`src/rtl/dll_seq_pkg.sv`:
```
package dll_seq_pkg;
  localparam int CFG_W     = 32;
  localparam int RST_BIT   = 30;
  localparam int PDN_BIT   = 29;
  localparam int CODE_LSB  = 24;
  localparam int CODE_W    = 3;
  localparam int OUTEN_BIT = 18;
  localparam int EN_BIT    = 16;

  typedef enum logic [3:0] {
    ST_IDLE, ST_PSAVE, ST_SET_RST, ST_SET_PDN, ST_CODE, ST_HOLD,
    ST_CLR_RST, ST_CLR_PDN, ST_EN, ST_OUTEN, ST_POLL
  } seq_st_t;

  // Upper edge (inclusive) of each frequency band, in Hz.
  function automatic longint band_top(input int idx);
    case (idx)
      0: return 64'd112_000_000;
      1: return 64'd125_000_000;
      2: return 64'd137_000_000;
      3: return 64'd150_000_000;
      4: return 64'd162_000_000;
      5: return 64'd175_000_000;
      6: return 64'd187_000_000;
      default: return 64'd200_000_000;
    endcase
  endfunction
endpackage

```
`src/rtl/dll_band_coder.sv`:
```
module dll_band_coder
  import dll_seq_pkg::*;
#(
  parameter int FREQ_W = 32
) (
  input  logic [FREQ_W-1:0] freq_hz,
  output logic [CODE_W-1:0] code
);
  localparam int NBANDS = 1 << CODE_W;

  logic [NBANDS-2:0] above;
  logic              over_top;

  for (genvar k = 0; k < NBANDS - 1; k++) begin : g_lim
    localparam logic [63:0] LIM = 64'(band_top(k));
    assign above[k] = 64'(freq_hz) > LIM;
  end

  localparam logic [63:0] TOP_LIM = 64'(band_top(NBANDS - 1));
  assign over_top = 64'(freq_hz) > TOP_LIM;

  always_comb begin
    code = '0;
    for (int i = 0; i < NBANDS - 1; i++) code = code + CODE_W'(above[i]);
    if (over_top) code = '0;
  end
endmodule

```
`src/rtl/dll_step_counter.sv`:
```
module dll_step_counter #(
  parameter int LIMIT = 50
) (
  input  logic clk,
  input  logic rst,
  input  logic clr,
  input  logic adv,
  output logic at_last
);
  localparam int CNT_W = $clog2(LIMIT + 1);

  logic [CNT_W-1:0] cnt;

  assign at_last = (cnt == CNT_W'(LIMIT - 1));

  always_ff @(posedge clk) begin
    if (rst || clr)          cnt <= '0;
    else if (adv && !at_last) cnt <= cnt + 1'b1;
  end
endmodule

```
`src/rtl/dll_init_seq.sv`:
```
module dll_init_seq
  import dll_seq_pkg::*;
#(
  parameter int   FREQ_W     = 32,
  parameter int   HOLD_CYC   = 4,
  parameter int   POLL_LIMIT = 50,
  parameter logic PSAVE_RST  = 1'b1
) (
  input  logic              clk,
  input  logic              rst,
  input  logic              start,
  input  logic [FREQ_W-1:0] clk_freq_hz,
  input  logic              lock_in,
  input  logic              us_tick,
  output logic [CFG_W-1:0]  cfg_word,
  output logic              pwrsave_en,
  output logic              done,
  output logic              timeout
);
  seq_st_t           st;
  logic [CODE_W-1:0] band;
  logic              hold_last;
  logic              poll_last;

  dll_band_coder #(.FREQ_W(FREQ_W)) u_band (
    .freq_hz(clk_freq_hz),
    .code   (band)
  );

  dll_step_counter #(.LIMIT(HOLD_CYC)) u_hold (
    .clk    (clk),
    .rst    (rst),
    .clr    (st != ST_HOLD),
    .adv    (1'b1),
    .at_last(hold_last)
  );

  dll_step_counter #(.LIMIT(POLL_LIMIT)) u_poll (
    .clk    (clk),
    .rst    (rst),
    .clr    (st != ST_POLL),
    .adv    (us_tick),
    .at_last(poll_last)
  );

  always_ff @(posedge clk) begin
    if (rst) begin
      st         <= ST_IDLE;
      cfg_word   <= '0;
      pwrsave_en <= PSAVE_RST;
      done       <= 1'b0;
      timeout    <= 1'b0;
    end else begin
      done    <= 1'b0;
      timeout <= 1'b0;
      case (st)
        ST_IDLE:    if (start) st <= ST_PSAVE;
        ST_PSAVE:   begin pwrsave_en <= 1'b0;        st <= ST_SET_RST; end
        ST_SET_RST: begin cfg_word[RST_BIT] <= 1'b1; st <= ST_SET_PDN; end
        ST_SET_PDN: begin cfg_word[PDN_BIT] <= 1'b1; st <= ST_CODE;    end
        ST_CODE: begin
          cfg_word[CODE_LSB +: CODE_W] <= band;
          st <= ST_HOLD;
        end
        ST_HOLD:    if (hold_last) st <= ST_CLR_RST;
        ST_CLR_RST: begin cfg_word[RST_BIT]   <= 1'b0; st <= ST_CLR_PDN; end
        ST_CLR_PDN: begin cfg_word[PDN_BIT]   <= 1'b0; st <= ST_EN;      end
        ST_EN:      begin cfg_word[EN_BIT]    <= 1'b1; st <= ST_OUTEN;   end
        ST_OUTEN:   begin cfg_word[OUTEN_BIT] <= 1'b1; st <= ST_POLL;    end
        ST_POLL: begin
          if (us_tick) begin
            if (lock_in) begin
              done <= 1'b1;
              st   <= ST_IDLE;
            end else if (poll_last) begin
              timeout <= 1'b1;
              st      <= ST_IDLE;
            end
          end
        end
        default: st <= ST_IDLE;
      endcase
    end
  end
endmodule

```
`config.mk`:
```
export PLATFORM = sky130hd
export DESIGN_NAME = dll_init_seq
export DESIGN_NICKNAME = d
export VERILOG_FILES = /design/src/rtl/dll_seq_pkg.sv /design/src/rtl/dll_band_coder.sv /design/src/rtl/dll_step_counter.sv /design/src/rtl/dll_init_seq.sv
export SDC_FILE = /design/constraint.sdc
export NUM_CORES = 1
export LEC_CHECK = 0
export ABC_CLOCK_PERIOD_IN_PS = 4100
export BUFFER_PORTS_ARGS = -buffer_cell sky130_fd_sc_hd__buf_2
export CAP_MARGIN = 15
export CORE_UTILIZATION = 48
export DETAILED_ROUTE_END_ITERATION = 7
export GPL_TIMING_DRIVEN = 0
export HOLD_SLACK_MARGIN = 0.06
export PLACE_DENSITY_LB_ADDON = 0.08
export RECOVER_POWER = 25
export REMOVE_ABC_BUFFERS = 1
export SYNTH_ARGS = -nofsm -noshare
export SYNTH_HDL_FRONTEND = slang
export SYNTH_SLANG_ARGS = --single-unit
```
`constraint.sdc`:
```
create_clock -name clk -period 4.1 [get_ports clk]
set_clock_uncertainty 0.2 [all_clocks]
set_input_delay 0.41 -clock clk [delete_from_list [all_inputs] [get_ports clk]]
set_output_delay 0.41 -clock clk [all_outputs]
set_load 0.03 [all_outputs]
```
==> results.yml <==
timing:
  fmax_ghz: 0.232
  slew_headroom_pct: 48.2
  min_period_ns: 4.30
  fin_crit_sh_pct: 105
  setup_viol: 2
  slew_violations: 0
  fin_ws_ns: -0.203
  tightest_slew_ns: 0.771
  worst_hold_slack_ns: 0.127
  hold_viol_final: 0
  rsz0062_at_grt: "yes"
setup_path:
  cp_cell_sequence: "buf_12, or4b_4, or4_4, nor4_4, a21oi_2, ha_1, inv_2, fa_1, fa_1, inv_1, ha_2, fa_2, xor2_2, and3_4, a41oi_2, o21ai_1"
  criticalPathCategory: "primary input to flip-flop"
  cp_data_required_time_ns: 4.05
  crit_fanout: 2
  cpPeakStageDelay_ns: 0.53
  rr_endpoint: "cfg_word[26]$_SDFFE_PP0P_"
  end_kind: "flip-flop"
  r2r_setup_slack_ns: 2.22
  arrival_ns: 4.25
  crit_top_cell: "fa_1"
  start_kind: "primary input"
  worstPathBufferInverterCount: 3
  cp_slowest_cell: "or4b_4"
  reg2reg_depth: 4
  r2r-start: "st[2]$_SDFFE_PP0P_"
  cp_top_family: "adder cells"
power:
  p_per_area_mw_per_mm2: 298
  sequentialPowerShare_pct: 39.7
  power.switching_mw: 0.345
  switching_share_pct: 43.4
  vdd_drop_max_uv: 130
  clkPwrFrac_pct: 17.8
  power_leakage_nw: 0.972
  power_frac_comb_pct: 42.5
  p_int_mw: 0.449
layout:
  fillCellCount: 497
  area_delta_synth_final_pct: 9.97
  n_antenna_cell: 0
  finalNetCount: 396
  stdcell_area_sq_mm: 0.00266
  stdcell_count: 415
  drive_gt1_share_pct: 17.8
cts:
  cts_tree: "yes"
  path_clk_slew_ns: 0.08
  ctsRootBufferMaster: "clkbuf_8"
  htree_levels: 1
  numCtsBuffers: 3
  cts_hold_buf: 0
  clkLatencyLatePin_ns: 0.26
  clock_sinks: 23
  clock_path_buffers: 2
route:
  postRouteAntennaNets: 0
  drc: 0
  wirelength_mm: 6.30
  wl_per_cell_um: 15.2
  drtIter0Drc: 118
  vias: 2486
  vias_per_cell: 5.99
  drt-pass1-iter-count: 7
place:
  place_ws_ns: -0.837
  placed_area_sq_mm: 0.00248
  dpl.hpwl_mm: 4.59
  place.port_buffers: 46
  placed_cells: 409
  gp_congestion: 0.943
logic_synthesis:
  postSynth.asyncResetShare_pct: 0
  synth_edf_count: 0
  yosysSeqAreaShare_pct: 19.0
  yosys_warnings: 0
  yosysUniqueCellTypes: 63
  syn_inst: 323
  syn_area_sq_mm: 0.00242
  ys_ff_latch: 23
  syn-mean-instance-area_sq_um: 7.50
  synth_ff_type: "dfxtp_1"
floorplanning:
  coreArea_sq_mm: 0.00479
  die_h_um: 73.0
  start_util_pct: 50.6
  dieWidth_um: 73.0
  die_area_sq_mm: 0.00533
  rows: 25
  ios: 72
worst_hold_path:
  min_to: "timeout$_SDFF_PP0_"
  holdCritStartpoint: "lock_in"
  hold_depth: 2
  holdCritPathClass: "primary input to flip-flop"
run_status:
  failed_checks: "negative setup slack"
  status: "complete, but fails checks"
global_route:
  grt_pass1_vias: 2211
  grt_pass1_wl_mm: 10.0
  antenna_found_initial: 0
  grt_max_degree: 16
  overflow: 0
  grt_use_total_pct: 23.8
flow_run:
  drv_cap: 0
cells in the mapped netlist, drive strengths merged, types with 2 or more instances:
cell | instances | area [sq um]
nor2 | 28 | 105
and2 | 4 | 25.0
or3 | 5 | 31.3
inv | 14 | 52.6
nor3 | 8 | 40.0
nand4bb | 3 | 33.8
o211ai | 4 | 30.0
nand2b | 2 | 12.5
a31oi | 7 | 43.8
a21o | 2 | 15.0
or4 | 5 | 37.5
ha | 7 | 87.6
dfxtp | 23 | 460
nor4 | 14 | 106
xnor2 | 3 | 26.3
nand4b | 5 | 43.8
nor3b | 7 | 52.6
or4b | 2 | 20.0
or2 | 3 | 18.8
xor2 | 4 | 35.0
nand3 | 5 | 25.0
nand4 | 6 | 37.5
a21oi | 15 | 75.1
nor2b | 3 | 18.8
a41oi | 3 | 26.3
and4 | 2 | 17.5
o21ai | 13 | 65.1
a21boi | 2 | 15.0
o2111ai | 4 | 35.0
buf | 38 | 294
nor4b | 4 | 35.0
a211oi | 8 | 60.1
nand2 | 27 | 101
clkbuf | 13 | 48.8
fa | 3 | 60.1
a2111oi | 3 | 26.3
and3 | 4 | 25.0
layout by cell type (no fill, tap or decap), types with 3 or more instances in the layout:
cell / Yosys / final
clkbuf_1: 13 / 7
nand3_1: 5 / 5
buf_4: 30 / 4
or3_1: 5 / 4
buf_6: 3 / 3
xor2_1: 4 / 3
or4_1: 5 / 4
conb_1: 1 / 25
clkbuf_8: 0 / 3
nor4_1: 11 / 11
dfxtp_1: 23 / 23
a21oi_1: 15 / 14
nand4bb_1: 3 / 3
o21ai_0: 8 / 8
a211oi_1: 8 / 8
a2111oi_0: 3 / 3
nand2_1: 27 / 27
a31oi_1: 7 / 7
nor3_1: 8 / 8
nor2b_1: 3 / 3
and2_1: 4 / 4
nor4b_1: 4 / 4
buf_2: 4 / 31
xnor2_1: 3 / 3
o21ai_1: 5 / 5
nand4b_1: 5 / 5
nor2_1: 28 / 28
o2111ai_1: 4 / 4
o211ai_1: 4 / 4
nor3b_1: 7 / 7
inv_1: 14 / 13
nand4_1: 6 / 6
ha_1: 7 / 6
power by group through the flow:
stage | Clock, mW | Sequential (mW) | Combinational, mW
6_report | 0.141 | 0.315 | 0.338
5_1_grt | 0.152 | 0.324 | 0.371
4_1_cts | 0.146 | 0.314 | 0.332
3_5_place_dp | 0 | 0.318 | 0.318
3_3_place_gp | 0 | 0.319 | 0.315
2_1_floorplan | 0 | 0.332 | 0.195
state kept, by name, summed over array words and instances, names as in the netlist:
register and count:
cfg_word 7, u_poll.cnt 6, st 4, u_hold.cnt 3, done 1, pwrsave_en 1, timeout 1
repair_timing:
item	4_1_cts	5_1_grt
endpoints found under the setup margin	2	2
pin swaps	10	5
buffers inserted	2	0
resized for setup	19	15
cloned	0	0
worst max path at each step:
stage | depth (start not counted) | slack [ns] | from | end
4_1_cts | 16 | -0.25 | clk_freq_hz[19] | cfg_word[26]$_SDFFE_PP0P_
6_report | 16 | -0.20 | clk_freq_hz[19] | cfg_word[26]$_SDFFE_PP0P_
5_1_grt | 16 | -0.29 | clk_freq_hz[8] | cfg_word[26]$_SDFFE_PP0P_
3_5_place_dp | 16 | -0.84 | clk_freq_hz[18] | cfg_word[26]$_SDFFE_PP0P_
2_1_floorplan | 15 | -0.37 | clk_freq_hz[18] | cfg_word[26]$_SDFFE_PP0P_
3_3_place_gp | 16 | -0.78 | clk_freq_hz[18] | cfg_word[26]$_SDFFE_PP0P_
per-stage QoR:
stage                     total power, mW  TNS [ns]  utilization [%]
final                               0.794    -0.291             55.6
after CTS                           0.791    -0.396             54.8
after detailed placement            0.637     -1.79             51.9
after floorplan                     0.527    -0.616                -
after global routing                0.848    -0.478             55.6
after global placement              0.634     -1.71             51.9
kinds of logic (layout without fill, tap and decap cells):
family	count (synthesis)	count (layout)	synth area share, %
multiplexers	1	1	0.413
XOR/XNOR	7	7	2.53
other	1	25	0.155
buffers and inverters	65	66	16.3
AND/OR/NAND/NOR	143	143	34.8
adder cells (fa/ha/maj)	10	10	6.10
flip-flops	23	23	19.0
AO/OA/AOI/OAI	73	73	20.6
area by class of cell:
class	count	area (sq um)	area share (%)
clock inverter	1	5.00	0.188
timing repair buffer	48	293	11.0
tap	67	83.8	3.15
multi-input combinational	259	1730	64.8
clock buffer	3	41.3	1.55
inverter	14	52.6	1.97
sequential	23	460	17.3
routing by layer:
layer  wire length, um  vias to the layer above  track usage (%)  share of wire [%]
li1                  -                     1201                -                  -
met1              2610                     1135             30.5                 41
met2              3060                      138             41.2                 49
met3               494                       12             1.66                7.8
met4               133                        0             9.59                2.1
met5                 0                        -                0                  0
(Power assumes the default switching activity.)
